<file path="config.mk">
export PLATFORM = sky130hd
export DESIGN_NAME = sar_host_seq
export DESIGN_NICKNAME = d
export VERILOG_FILES = /design/src/rtl/sar_seq_pkg.sv /design/src/rtl/sar_sck_gen.sv /design/src/rtl/sar_seq_timer.sv /design/src/rtl/sar_sdo_deser.sv /design/src/rtl/sar_host_seq.sv
export SDC_FILE = /design/constraint.sdc
export NUM_CORES = 1
export LEC_CHECK = 0
export BUFFER_PORTS_ARGS = -buffer_cell sky130_fd_sc_hd__buf_2
export CAP_MARGIN = 20
export CORE_UTILIZATION = 25
export DETAILED_ROUTE_END_ITERATION = 12
export PLACE_DENSITY = 0.4
export RECOVER_POWER = 25
export SETUP_SLACK_MARGIN = 0.1
export SLEW_MARGIN = 30
export SYNTH_ARGS = -nofsm -noshare
export SYNTH_HDL_FRONTEND = slang
export SYNTH_SLANG_ARGS = --single-unit
export TNS_END_PERCENT = 30
</file>
<file path="constraint.sdc">
create_clock -name clk -period 5.4 [get_ports clk]
set_input_delay 0.27 -clock clk [delete_from_list [all_inputs] [get_ports clk]]
set_output_delay 0.27 -clock clk [all_outputs]
set_load 0.05 [all_outputs]
</file>
<file path="src/rtl/sar_seq_pkg.sv">
`timescale 1ns/1ps
// Shared types for the converter host sequencer.
package sar_seq_pkg;
    // Sequencer phases
    typedef enum logic [2:0] {
        ST_IDLE,
        ST_CNV,
        ST_WAITB,
        ST_SHIFT,
        ST_ASLEEP,
        ST_WKSCK,
        ST_WKWAIT
    } seq_st_t;

    // Purpose of the conversion in flight
    typedef enum logic [1:0] {
        CK_READ,
        CK_SLP1,
        CK_SLP2
    } conv_kind_t;
endpackage

</file>
<file path="src/rtl/sar_sck_gen.sv">
`timescale 1ns/1ps
// Shift-clock divider. While en is high, sck toggles every HALF system
// cycles, starting low. fall_ev marks the cycle whose edge drives sck low.
// Assumes HALF >= 1. Dropping en forces sck low at the next edge.
module sar_sck_gen #(
    parameter int HALF = 2
) (
    input  logic clk,
    input  logic rst_n,
    input  logic en,
    output logic sck,
    output logic fall_ev
);
    localparam int CW = (HALF > 1) ? $clog2(HALF) : 1;

    logic [CW-1:0] cnt;
    logic          tick;

    assign tick    = en && (cnt == CW'(HALF - 1));
    assign fall_ev = tick && sck;

    // Half-period counter and clock toggle
    always_ff @(posedge clk) begin
        if (!rst_n || !en) begin
            cnt <= '0;
            sck <= 1'b0;
        end else if (tick) begin
            cnt <= '0;
            sck <= ~sck;
        end else begin
            cnt <= cnt + 1'b1;
        end
    end
endmodule

</file>
<file path="src/rtl/sar_seq_timer.sv">
`timescale 1ns/1ps
// Saturating cycle counter used for pulse widths, timeouts and settle
// waits. cnt is 0 in the first cycle after clr is seen.
module sar_seq_timer #(
    parameter int W = 8
) (
    input  logic         clk,
    input  logic         rst_n,
    input  logic         clr,
    output logic [W-1:0] cnt
);
    // Count up, stop at all-ones
    always_ff @(posedge clk) begin
        if (!rst_n || clr) begin
            cnt <= '0;
        end else if (cnt != '1) begin
            cnt <= cnt + 1'b1;
        end
    end
endmodule

</file>
<file path="src/rtl/sar_sdo_deser.sv">
`timescale 1ns/1ps
// Serial-to-parallel register, MSB first. load seeds the word with the
// bit already present on the data line; each shift appends one bit.
module sar_sdo_deser #(
    parameter int DW = 16
) (
    input  logic          clk,
    input  logic          rst_n,
    input  logic          load,
    input  logic          shift,
    input  logic          sdo,
    output logic [DW-1:0] word
);
    // Seed or shift in one data bit
    always_ff @(posedge clk) begin
        if (!rst_n) begin
            word <= '0;
        end else if (load) begin
            word <= {{(DW-1){1'b0}}, sdo};
        end else if (shift) begin
            word <= {word[DW-2:0], sdo};
        end
    end
endmodule

</file>
<file path="src/rtl/sar_host_seq.sv">
`timescale 1ns/1ps
// Host sequencer for a serial SAR converter.
// It pulses the convert line, waits for busy to fall (with a timeout), and
// then clocks in DW bits. It also runs the two-pulse sleep entry and the
// single-edge wake with its settle wait. Assumptions: busy rises while the
// convert pulse is still high; all timings are in system clock cycles.
module sar_host_seq
    import sar_seq_pkg::*;
#(
    parameter int DW       = 16,
    parameter int SCK_HALF = 2,
    parameter int CNV_CYC  = 4,
    parameter int BUSY_TMO = 500,
    parameter int WAKE_CYC = 250000
) (
    input  logic          clk,
    input  logic          rst_n,
    input  logic          start_req,
    input  logic          sleep_req,
    input  logic          wake_req,
    input  logic          adc_busy,
    input  logic          adc_sdo,
    output logic          adc_cnv,
    output logic          adc_sck,
    output logic [DW-1:0] result,
    output logic          result_vld,
    output logic          tmo_err
);
    localparam int TMAX = (BUSY_TMO > WAKE_CYC)
                          ? ((BUSY_TMO > CNV_CYC) ? BUSY_TMO : CNV_CYC)
                          : ((WAKE_CYC > CNV_CYC) ? WAKE_CYC : CNV_CYC);
    localparam int TW   = $clog2(TMAX + 1);
    localparam int NW   = $clog2(DW);

    seq_st_t    state, st_nx;
    conv_kind_t kind;
    logic [TW-1:0] tmr;
    logic [NW-1:0] nfall;
    logic [DW-1:0] word;
    logic          fall_ev, sck_en, last_fall, tmo_hit, busy_done;

    assign adc_cnv   = (state == ST_CNV);
    assign sck_en    = (state == ST_SHIFT) || (state == ST_WKSCK);
    assign last_fall = fall_ev && (nfall == NW'(DW - 1));
    assign tmo_hit   = (tmr == TW'(BUSY_TMO - 1));
    assign busy_done = (state == ST_WAITB) && !adc_busy;

    sar_sck_gen #(.HALF(SCK_HALF)) u_sck (
        .clk(clk), .rst_n(rst_n), .en(sck_en),
        .sck(adc_sck), .fall_ev(fall_ev)
    );

    sar_seq_timer #(.W(TW)) u_tmr (
        .clk(clk), .rst_n(rst_n), .clr(st_nx != state), .cnt(tmr)
    );

    sar_sdo_deser #(.DW(DW)) u_des (
        .clk(clk), .rst_n(rst_n),
        .load(busy_done && (kind == CK_READ)),
        .shift((state == ST_SHIFT) && fall_ev && !last_fall),
        .sdo(adc_sdo), .word(word)
    );

    // Next-phase selection
    always_comb begin
        st_nx = state;
        unique case (state)
            ST_IDLE:   if (sleep_req || start_req) st_nx = ST_CNV;
            ST_CNV:    if (tmr == TW'(CNV_CYC - 1)) st_nx = ST_WAITB;
            ST_WAITB: begin
                if (!adc_busy) begin
                    unique case (kind)
                        CK_READ: st_nx = ST_SHIFT;
                        CK_SLP1: st_nx = ST_CNV;
                        default: st_nx = ST_ASLEEP;
                    endcase
                end else if (tmo_hit) begin
                    st_nx = ST_IDLE;
                end
            end
            ST_SHIFT:  if (last_fall) st_nx = ST_IDLE;
            ST_ASLEEP: if (wake_req) st_nx = ST_WKSCK;
            ST_WKSCK:  if (fall_ev) st_nx = ST_WKWAIT;
            ST_WKWAIT: if (tmr == TW'(WAKE_CYC - 1)) st_nx = ST_IDLE;
            default:   st_nx = ST_IDLE;
        endcase
    end

    // Phase, conversion kind, bit count, error flag and result registers
    always_ff @(posedge clk) begin
        if (!rst_n) begin
            state      <= ST_IDLE;
            kind       <= CK_READ;
            nfall      <= '0;
            tmo_err    <= 1'b0;
            result     <= '0;
            result_vld <= 1'b0;
        end else begin
            state      <= st_nx;
            result_vld <= 1'b0;
            if (state == ST_IDLE) begin
                if (sleep_req) begin
                    kind    <= CK_SLP1;
                    tmo_err <= 1'b0;
                end else if (start_req) begin
                    kind    <= CK_READ;
                    tmo_err <= 1'b0;
                end
            end
            if (busy_done && (kind == CK_SLP1)) kind <= CK_SLP2;
            if ((state == ST_WAITB) && adc_busy && tmo_hit) tmo_err <= 1'b1;
            if (state != ST_SHIFT) nfall <= '0;
            else if (fall_ev)      nfall <= nfall + 1'b1;
            if ((state == ST_SHIFT) && last_fall) begin
                result     <= word;
                result_vld <= 1'b1;
            end
        end
    end
endmodule

</file>
# --- Yosys cells after proc, flatten, opt, wreduce, memory -nomap -nowiden ---
# Index checks and enable logic that the tools add are counted.
totals:
  memories: 0
  ff_bits: 63
  latch_bits: 0
  mem_bits_ro: 0
  ram_bits: 0
  output_inout_bits: 20
classes:
  order_cmp: 0
  eq_ne: 14
  bitwise_logic: 2
  multipliers: 0
  add_sub_neg: 3
  div: 0
  muxes: 21
  n_reduce_logical: 34
  n_shift: 0
op_table:
  columns: ["op", "n"]
  rows:
  - ["3-bit two-way mux", 8]
  - ["3-bit case mux with 7 select lines", 1]
  - ["18-bit by 1-bit adder with 18-bit output, second input constant", 1]
  - ["18-bit equality test, second input constant", 1]
  - ["18-bit by 2-bit equality test with 1-bit output, second input constant", 1]
  - ["18-bit by 9-bit equality test with 1-bit output, second input constant", 1]
  - ["18-bit inequality test, second input constant", 1]
  - ["1-bit logical AND", 11]
  - ["3-bit equality test, second input constant", 3]
  - ["2-bit two-way mux", 4]
  - ["2-bit nonzero test", 4]
  - ["2-bit OR reduction", 4]
  - ["1-bit two-way mux", 7]
  - ["3-bit by 2-bit equality test with 1-bit output, second input constant", 2]
  - ["3-bit case mux with 2 select lines", 1]
  - ["2-bit AND reduction", 3]
  - ["3-bit nonzero test", 2]
  - ["4-bit by 1-bit adder with 4-bit output, second input constant", 1]
  - ["4-bit equality test, second input constant", 1]
  - ["1-bit zero test", 4]
  - ["1-bit logical OR", 4]
  - ["3-bit by 1-bit equality test with 1-bit output, second input constant", 1]
  - ["3-bit zero test", 1]
  - ["3-bit by 2-bit inequality test with 1-bit output, second input constant", 1]
  - ["5 further kinds", 6]

# --- Logic depth before layout (Yosys ltp) ---
# Gate-level depths: netlist (run 1).
depth:
  word_depth: 9
  ltp_mapped: 9

# --- Modules after synthesis ---
# A second synthesis (run 1) with hierarchy kept.
hier_totals:
  hier_cells: 322
  area_unflattened_um2: 2942.8
modules_own_cells:
  columns: ["module", "instances", "seq_area_each_um2", "cells_each", "area_each_um2"]
  rows:
  - ["sar_host_seq", 1, 540.5, 157, 1290.0]
  - ["sar_seq_timer", 1, 360.3, 105, 977.2]
  - ["sar_sdo_deser", 1, 320.3, 53, 608.1]
  - ["sar_sck_gen", 1, 40.0, 7, 67.6]

# --- Worst setup path before layout (run 1) ---
# No wires, ideal clock.
synth_path:
  path_kind: "register to register"
  startpoint: "reg state[0]"
  endpoint: "reg u_tmr.cnt[14]"
  period_less_slack_ps: 2972
  path_buffers: 1
  required_ps: 5313
  setup_slack_ps: 2428
  stages_incl_launch_ff: 8
  arrival_ps: 2885
  path_cell_list: "dfxtp_1 inv_1 nor3_1 o21ai_0 a31oi_1 nor2_2 buf_6 nor4b_2"
synth_between:
  elab_cells_between_ends: 22
  cone_classes: "eq/ne: 7; mux: 9; reduce/logical: 6"
synth_rtl:
  columns: ["item", "line_no", "source"]
  rows:
  - ["start: declaration", "sar_host_seq.sv:35", "seq_st_t state, st_nx;"]
  - ["start signal: assignment", "sar_host_seq.sv:99", "state <= st_nx;"]
  - ["3-bit by 1-bit equality test with 1-bit output", null, null]
  - ["net adc_cnv", "sar_host_seq.sv:23", "output logic adc_cnv,"]
  - ["3-bit case mux with 7 select lines", "sar_host_seq.sv:67", "unique case (state)"]
  - ["3-bit inequality test", "sar_host_seq.sv:54", ".clk(clk), .rst_n(rst_n), .clr(st_nx != state), .cnt(tmr)"]
  - ["1-bit logical OR", "sar_seq_timer.sv:14", "if (!rst_n || clr) begin"]
  - ["end signal: assignment", "sar_seq_timer.sv:17", "cnt <= cnt + 1'b1;"]
  - ["end: declaration", "sar_seq_timer.sv:10", "output logic [W-1:0] cnt"]
# The timed path passes the listed nets, and every way through them passes these cells.
# A chain may end at the register's enable or synchronous reset.

# --- Worst setup path in the final report (run 1) ---
layout_path:
  startpoint: "reg u_tmr.cnt[0]"
  endpoint: "reg u_tmr.cnt[11]"
layout_between:
  elab_chain_len: 6
  elab_cells_between_ends: 12
  cone_classes: "add/sub: 1; eq/ne: 5; mux: 5; reduce/logical: 1"
layout_lines:
  columns: ["item", "line_no", "source"]
  rows:
  - ["18-bit by 9-bit equality test with 1-bit output", "sar_host_seq.sv:45", "assign tmo_hit = (tmr == TW'(BUSY_TMO - 1));"]
  - ["3-bit two-way mux", "sar_host_seq.sv:77", "end else if (tmo_hit) begin"]
  - ["3-bit two-way mux", "sar_host_seq.sv:71", "if (!adc_busy) begin"]
  - ["3-bit case mux with 7 select lines", "sar_host_seq.sv:67", null]
  - ["3-bit inequality test", "sar_host_seq.sv:54", null]
  - ["1-bit logical OR", "sar_seq_timer.sv:14", null]
# Parallel ways exist; a longest one is shown, timed or not.

==> run summary, run 1 <==
Int Pwr: 0.0007935 W
clock-pin transition on the worst setup and hold timing paths: 0.06 ns
final-report hold violation count: 0
mapped cell area: 0.002877 sq mm
utilization after layout: 0.3041
global-route wire length before repair: 11530 um
Fmax: 382.7 MHz
Congestion Overflow GR: 0
Initial Util: 0.2608
I/O pins: 27
leading cell type in the layout, fill and taps excluded: dfxtp_1
initial antenna violation count: 0
Slew headroom: 0.4433
total CTS buffers: 9
DIE AREA: 0.01194 sq mm
Pwr Density: 316.2 mW/mm^2
pin count of the biggest net entering global routing: 23
worst hold margin: 0.1758 ns
DRT iter0 DRCs: 102
worst min path class: in -> reg
CP cell instances: ha_1 > nor4b_4 > nand3_2 > o21ai_0 > a31oi_1 > nor2_2 > nor3_1
CP Launch Type: flop
Seq pwr share: 0.444
Post-synth ARST share: 0
post_cts resized: 0
via count: 2320
most frequent cells in the layout: 63 x dfxtp_1, 62 x nand2_1, 37 x nor2_1
clk buf depth: 2
Worst EP required: 5.58 ns
final WL: 6824 um
Sw Share: 0.2520
post-route insts no fill: 495
die height: 109.3 um
DR DRC count: 0
drt first pass iters: 4
Area Overhead vs Synth: 16.62%
CTS Hold Bufs: 0
worst path arrival time: 2.80 ns
Synth Net Count: 338
clk_lat worst skew: 0.34 ns
CP max FO: 16
number of global-route vias before repair: 2264
#FFs+latches synth: 63
Tmin final: 2.613 ns
Least-Margin Pin Slew: 0.8346 ns
Final HPWL DP: 4688 um
status: complete, no violations
Setup Crit Path Kind: reg -> reg
die width: 109.3 um
ant diodes: 0
post-synthesis cell type count: 51
post-CTS setup buffer count: 0
H-tree levels: 3
Final period util: 0.4839
CORE AREA: 0.01103 sq mm
final setup TNS: 0 ns
clock sinks: 63
post-synthesis sequential area ratio: 0.4385
RSZ-0062 raised after global routing: false
routed length per instance: 13.79 um
Max stage delay on crit path: 0.66 ns
GRT Util Overall: 0.1279
CP max-delay cell: nor2_2
ys flop type: dfxtp_1
Leak: 1.258 nW
EDFF count, synth: 0
worst vdd ir: 0.1108 mV
Syn Inst Count: 329
clk root buf: clkbuf_16
Comb power frac: 0.039
nets: 359
share of post-route cells with drive strength above 1: 0.1070
Critical Path End Type: flop
GP Congestion: 0.7674
Clk pwr share: 0.517
worst clock skew: 0.006701 ns
number of max-cap violations: 0
remaining antenna violation count after routing: 0
Avg Cell Area, Syn: 8.743 sq um
Via density: 4.687
Slew Viols, Final: 0
port buffer count: 26
Setup Viol. Count Final: 0
placed insts: 479
Site Rows: 38
yosys warns: 0
CTS tree: yes
Sw Pwr: 0.0002673 W
==> sequential cells by signal, indices dropped and copies added (netlist names) <==
| signal | cells |
|---|---|
| kind | 2 |
| nfall | 4 |
| result | 16 |
| result_vld | 1 |
| state | 3 |
| tmo_err | 1 |
| u_des.word | 16 |
| u_sck.cnt | 1 |
| u_sck.sck | 1 |
| u_tmr.cnt | 18 |
==> worst max-delay path, delay by kind of cell, from the launching register on <==
family | cells | cell delay [ns]
AO/OA/AOI/OAI | 2 | 0.64
adder cells (fa/ha/maj) | 1 | 0.26
flip-flops | 1 | 0.37
AND/OR/NAND/NOR | 4 | 1.19
==> cells in the mapped netlist, types with 3 or more instances <==
| master | count | area, sq um |
|---|---|---|
| dfxtp_1 | 63 | 1261 |
| nand2_1 | 62 | 232.7 |
| nor2_1 | 37 | 138.9 |
| a21oi_1 | 23 | 115.1 |
| mux2i_1 | 20 | 200.2 |
| nor3_1 | 12 | 60.06 |
| nand3_1 | 10 | 50.05 |
| xor2_1 | 10 | 87.58 |
| buf_2 | 8 | 40.04 |
| nand4_1 | 8 | 50.05 |
| xnor2_1 | 7 | 61.31 |
| and3_1 | 6 | 37.54 |
| a2111oi_1 | 5 | 50.05 |
| clkbuf_1 | 5 | 18.77 |
| inv_1 | 5 | 18.77 |
| a31oi_1 | 3 | 18.77 |
| and2_1 | 3 | 18.77 |
==> final cells by class <==
cell class	instances	area, sq um
Timing Repair Buffer	26	106.4
Tap cell	140	175.2
Inverter	5	18.77
Clock inverter	7	55.05
Fill cell	1217	7676
Multi-Input combinational cell	245	1513
Sequential cell	63	1261
Clock buffer	9	225.2
==> through the flow <==
stage	instance area [sq um]	power (W)	setup slack (ns)
after CTS	3378	0.001078	2.769
after floorplan	2877	0.0005122	2.428
after global routing	3354	0.001106	2.553
after global placement	3093	0.0005234	2.763
after detailed placement	3098	0.0005235	2.784
final	3354	0.001061	2.787
==> layer usage <==
layer | share of wire | routed length, um | vias up | global-route usage
li1 | - | - | 1197 | -
met2 | 0.45 | 3067 | 34 | 0.1869
met5 | 0 | 0 | - | 0
met3 | 0.032 | 219 | 7 | 0.04304
met4 | 0.013 | 87 | 0 | 0.05429
met1 | 0.51 | 3449 | 1082 | 0.1702
==> cells by family after synthesis <==
logic type	after synthesis	share of synthesized area
flops	63	0.4385
fa+ha+maj	2	0.008698
mux	20	0.06959
compound gates	44	0.1096
xor+xnor	17	0.05176
simple gates	162	0.2845
buf+inv	21	0.03741
==> power by group through the flow <==
stage / Combinational, W / Sequential, W / Clock, W
2_1_floorplan: 0.0000321 / 0.000480 / 0
3_3_place_gp: 0.0000423 / 0.000481 / 0
3_5_place_dp: 0.0000424 / 0.000481 / 0
4_1_cts: 0.0000426 / 0.000471 / 0.000565
5_1_grt: 0.0000458 / 0.000471 / 0.000589
6_report: 0.0000414 / 0.000471 / 0.000549
==> worst paths after layout <==
| kind | start | to | slack [ns] | cells after the start |
|---|---|---|---|---|
| worst max-delay path | u_tmr.cnt[0] | u_tmr.cnt[11] | 2.79 | 7 |
| worst min-delay path | adc_sdo | u_des.word[0] | 0.18 | 3 |
| worst max register to register | u_tmr.cnt[0] | u_tmr.cnt[11] | 2.79 | 7 |
| worst min register to register | u_sck.cnt | u_sck.cnt | 0.45 | 1 |
Power figures use the tool's default switching activity.
==> run 2, diff against run 1 <==
PLACE_DENSITY = 0.42   (was 0.4)
clock period = 2.3 ns   (was 5.4 ns; I/O delays follow)
==> run 2 against run 1 <==
  * Via count up 3.1%
  * Critical endpoint is now u_tmr.cnt[7]
  * Fmax up 22%
  * Core utilization up 2.4 points
  * Combinational power rose to 3.0 times the previous value
  * Clock power rose to 2.6 times the previous value
  * Register-to-register slack worse by 2.6 ns
  * Routed wire length up 0.45%
  * Largest power group unchanged
  * Cell area up 8.0%
  * First-iteration DRC count down 22%
  * Sequential power up 140%
  * Power up 150%
  * Worst setup slack worse by 2.6 ns
==> run summary, run 2 (synthesis results as in run 1) <==
R2R setup slack: 0.15 ns
Slew Viols, Final: 0
H-tree levels: 3
final WL: 6855 um
via count: 2391
Tmin final: 2.149 ns
pin count of the biggest net entering global routing: 23
Area Overhead vs Synth: 25.92%
Fmax: 465.3 MHz
largest register by flop count: u_tmr.cnt
routed length per instance: 13.34 um
GP Congestion: 0.7519
number of max-cap violations: 0
CP max FO: 8
clock-pin transition on the worst setup and hold timing paths: 0.06 ns
clk root buf: clkbuf_16
share of post-route cells with drive strength above 1: 0.1765
worst path arrival time: 2.37 ns
CORE AREA: 0.01103 sq mm
clock sinks: 63
Final HPWL DP: 4893 um
initial antenna violation count: 0
I/O pins: 27
DIE AREA: 0.01194 sq mm
status: complete, no violations
Power Total: 0.002652 W
number of global-route vias before repair: 2315
Initial Util: 0.2608
GRT Util Overall: 0.1291
Setup Crit Path Kind: reg -> reg
port buffer count: 26
most frequent cells in the layout: 62 x nand2_1, 62 x dfxtp_1, 37 x nor2_1
Critical Path End Type: flop
Least-Margin Pin Slew: 0.7366 ns
post-route insts no fill: 514
CP Launch Type: flop
CTS tree: yes
Worst EP required: 2.52 ns
worst vdd ir: 0.3742 mV
DR DRC count: 0
Slew headroom: 0.5084
clk buf depth: 2
Congestion Overflow GR: 0
global-route wire length before repair: 11650 um
nets: 379
RSZ-0062 raised after global routing: true
placed insts: 497
utilization after layout: 0.3284
drt first pass iters: 4
Leak: 1.387 nW
Top Registers: u_tmr.cnt: 18 flops, result: 16 flops, u_des.word: 16 flops
Via density: 4.652
total CTS buffers: 9
final-report hold violation count: 0
Pwr Density: 732.1 mW/mm^2
DRT iter0 DRCs: 80
ant diodes: 0
worst clock skew: 0.005632 ns
clk_lat worst skew: 0.32 ns
Setup Viol. Count Final: 0
Site Rows: 38
Final period util: 0.9343
die height: 109.3 um
die width: 109.3 um
max reg flops: 18
worst min path class: in -> reg
remaining antenna violation count after routing: 0
==> run 2: cell types whose count changed in the layout (fill, tap and decap cells not counted), sizes merged <==
cell,delta
clkinvlp,-1
clkinv,+2
buf,+20
inv,-4
bufinv,+2
==> run 2: final cells by class <==
| class | instances | area [sq um] |
|---|---|---|
| Clock inverter | 6 | 86.33 |
| Tap cell | 140 | 175.2 |
| Multi-Input combinational cell | 245 | 1570 |
| Clock buffer | 9 | 225.2 |
| Fill cell | 1176 | 7408 |
| Inverter | 5 | 18.77 |
| Timing Repair Buffer | 46 | 281.5 |
| Sequential cell | 63 | 1265 |
==> run 2: path summary, 6_finish.rpt <==
| path | from | endpoint | depth (start not counted) |
|---|---|---|---|
| worst max-delay path | state[0] | u_tmr.cnt[7] | 7 |
| worst max register to register | state[0] | u_tmr.cnt[7] | 7 |
| worst min-delay path | adc_sdo | u_des.word[0] | 3 |
| worst min register to register | u_sck.cnt | u_sck.cnt | 1 |
==> run 2: worst max-delay path: stages, from the launching register on <==
cell and delay, ns:
dfxtp_4 0.36, or4b_4 0.53, or3_4 0.39, o2111ai_2 0.10, buf_4 0.16, o31ai_4 0.06
buf_12 0.15, a2111oi_2 0.28
==> run 2: metrics by stage <==
stage	setup slack, ns	hold WS, ns	cell area (sq um)	setup TNS, ns
after CTS	0.02783	0.01892	3568	0
after floorplan	0.1292	0.2311	2888	0
after global placement	0.03516	0.3662	3252	0
after detailed placement	-0.02660	0.3701	3252	-0.1746
after global routing	0.06872	0.03126	3622	0
final	0.1510	0.03309	3622	0
==> run 2: layer usage <==
layer  part of all wire  GRT usage  vias up
li1                   -          -     1241
met1               0.48     0.1593     1122
met2               0.48     0.2102       21
met3              0.021    0.03407        7
met4              0.014    0.05714        0
met5                  0          0        -
==> run 2: power by group <==
| part | internal, W | switching (W) |
|---|---|---|
| Combinational | 0.0000428 | 0.0000815 |
| Clock | 0.000939 | 0.000480 |
| Sequential | 0.00110 | 0.00000906 |
==> run 2: what timing repair did <==
item | 4_1_cts | 5_1_grt
gates resized for setup | 1 | 12
pin swaps | 0 | 2
setup endpoints to repair | 16 | 19
hold buffers | 0 | 0
buffers inserted | 0 | 2
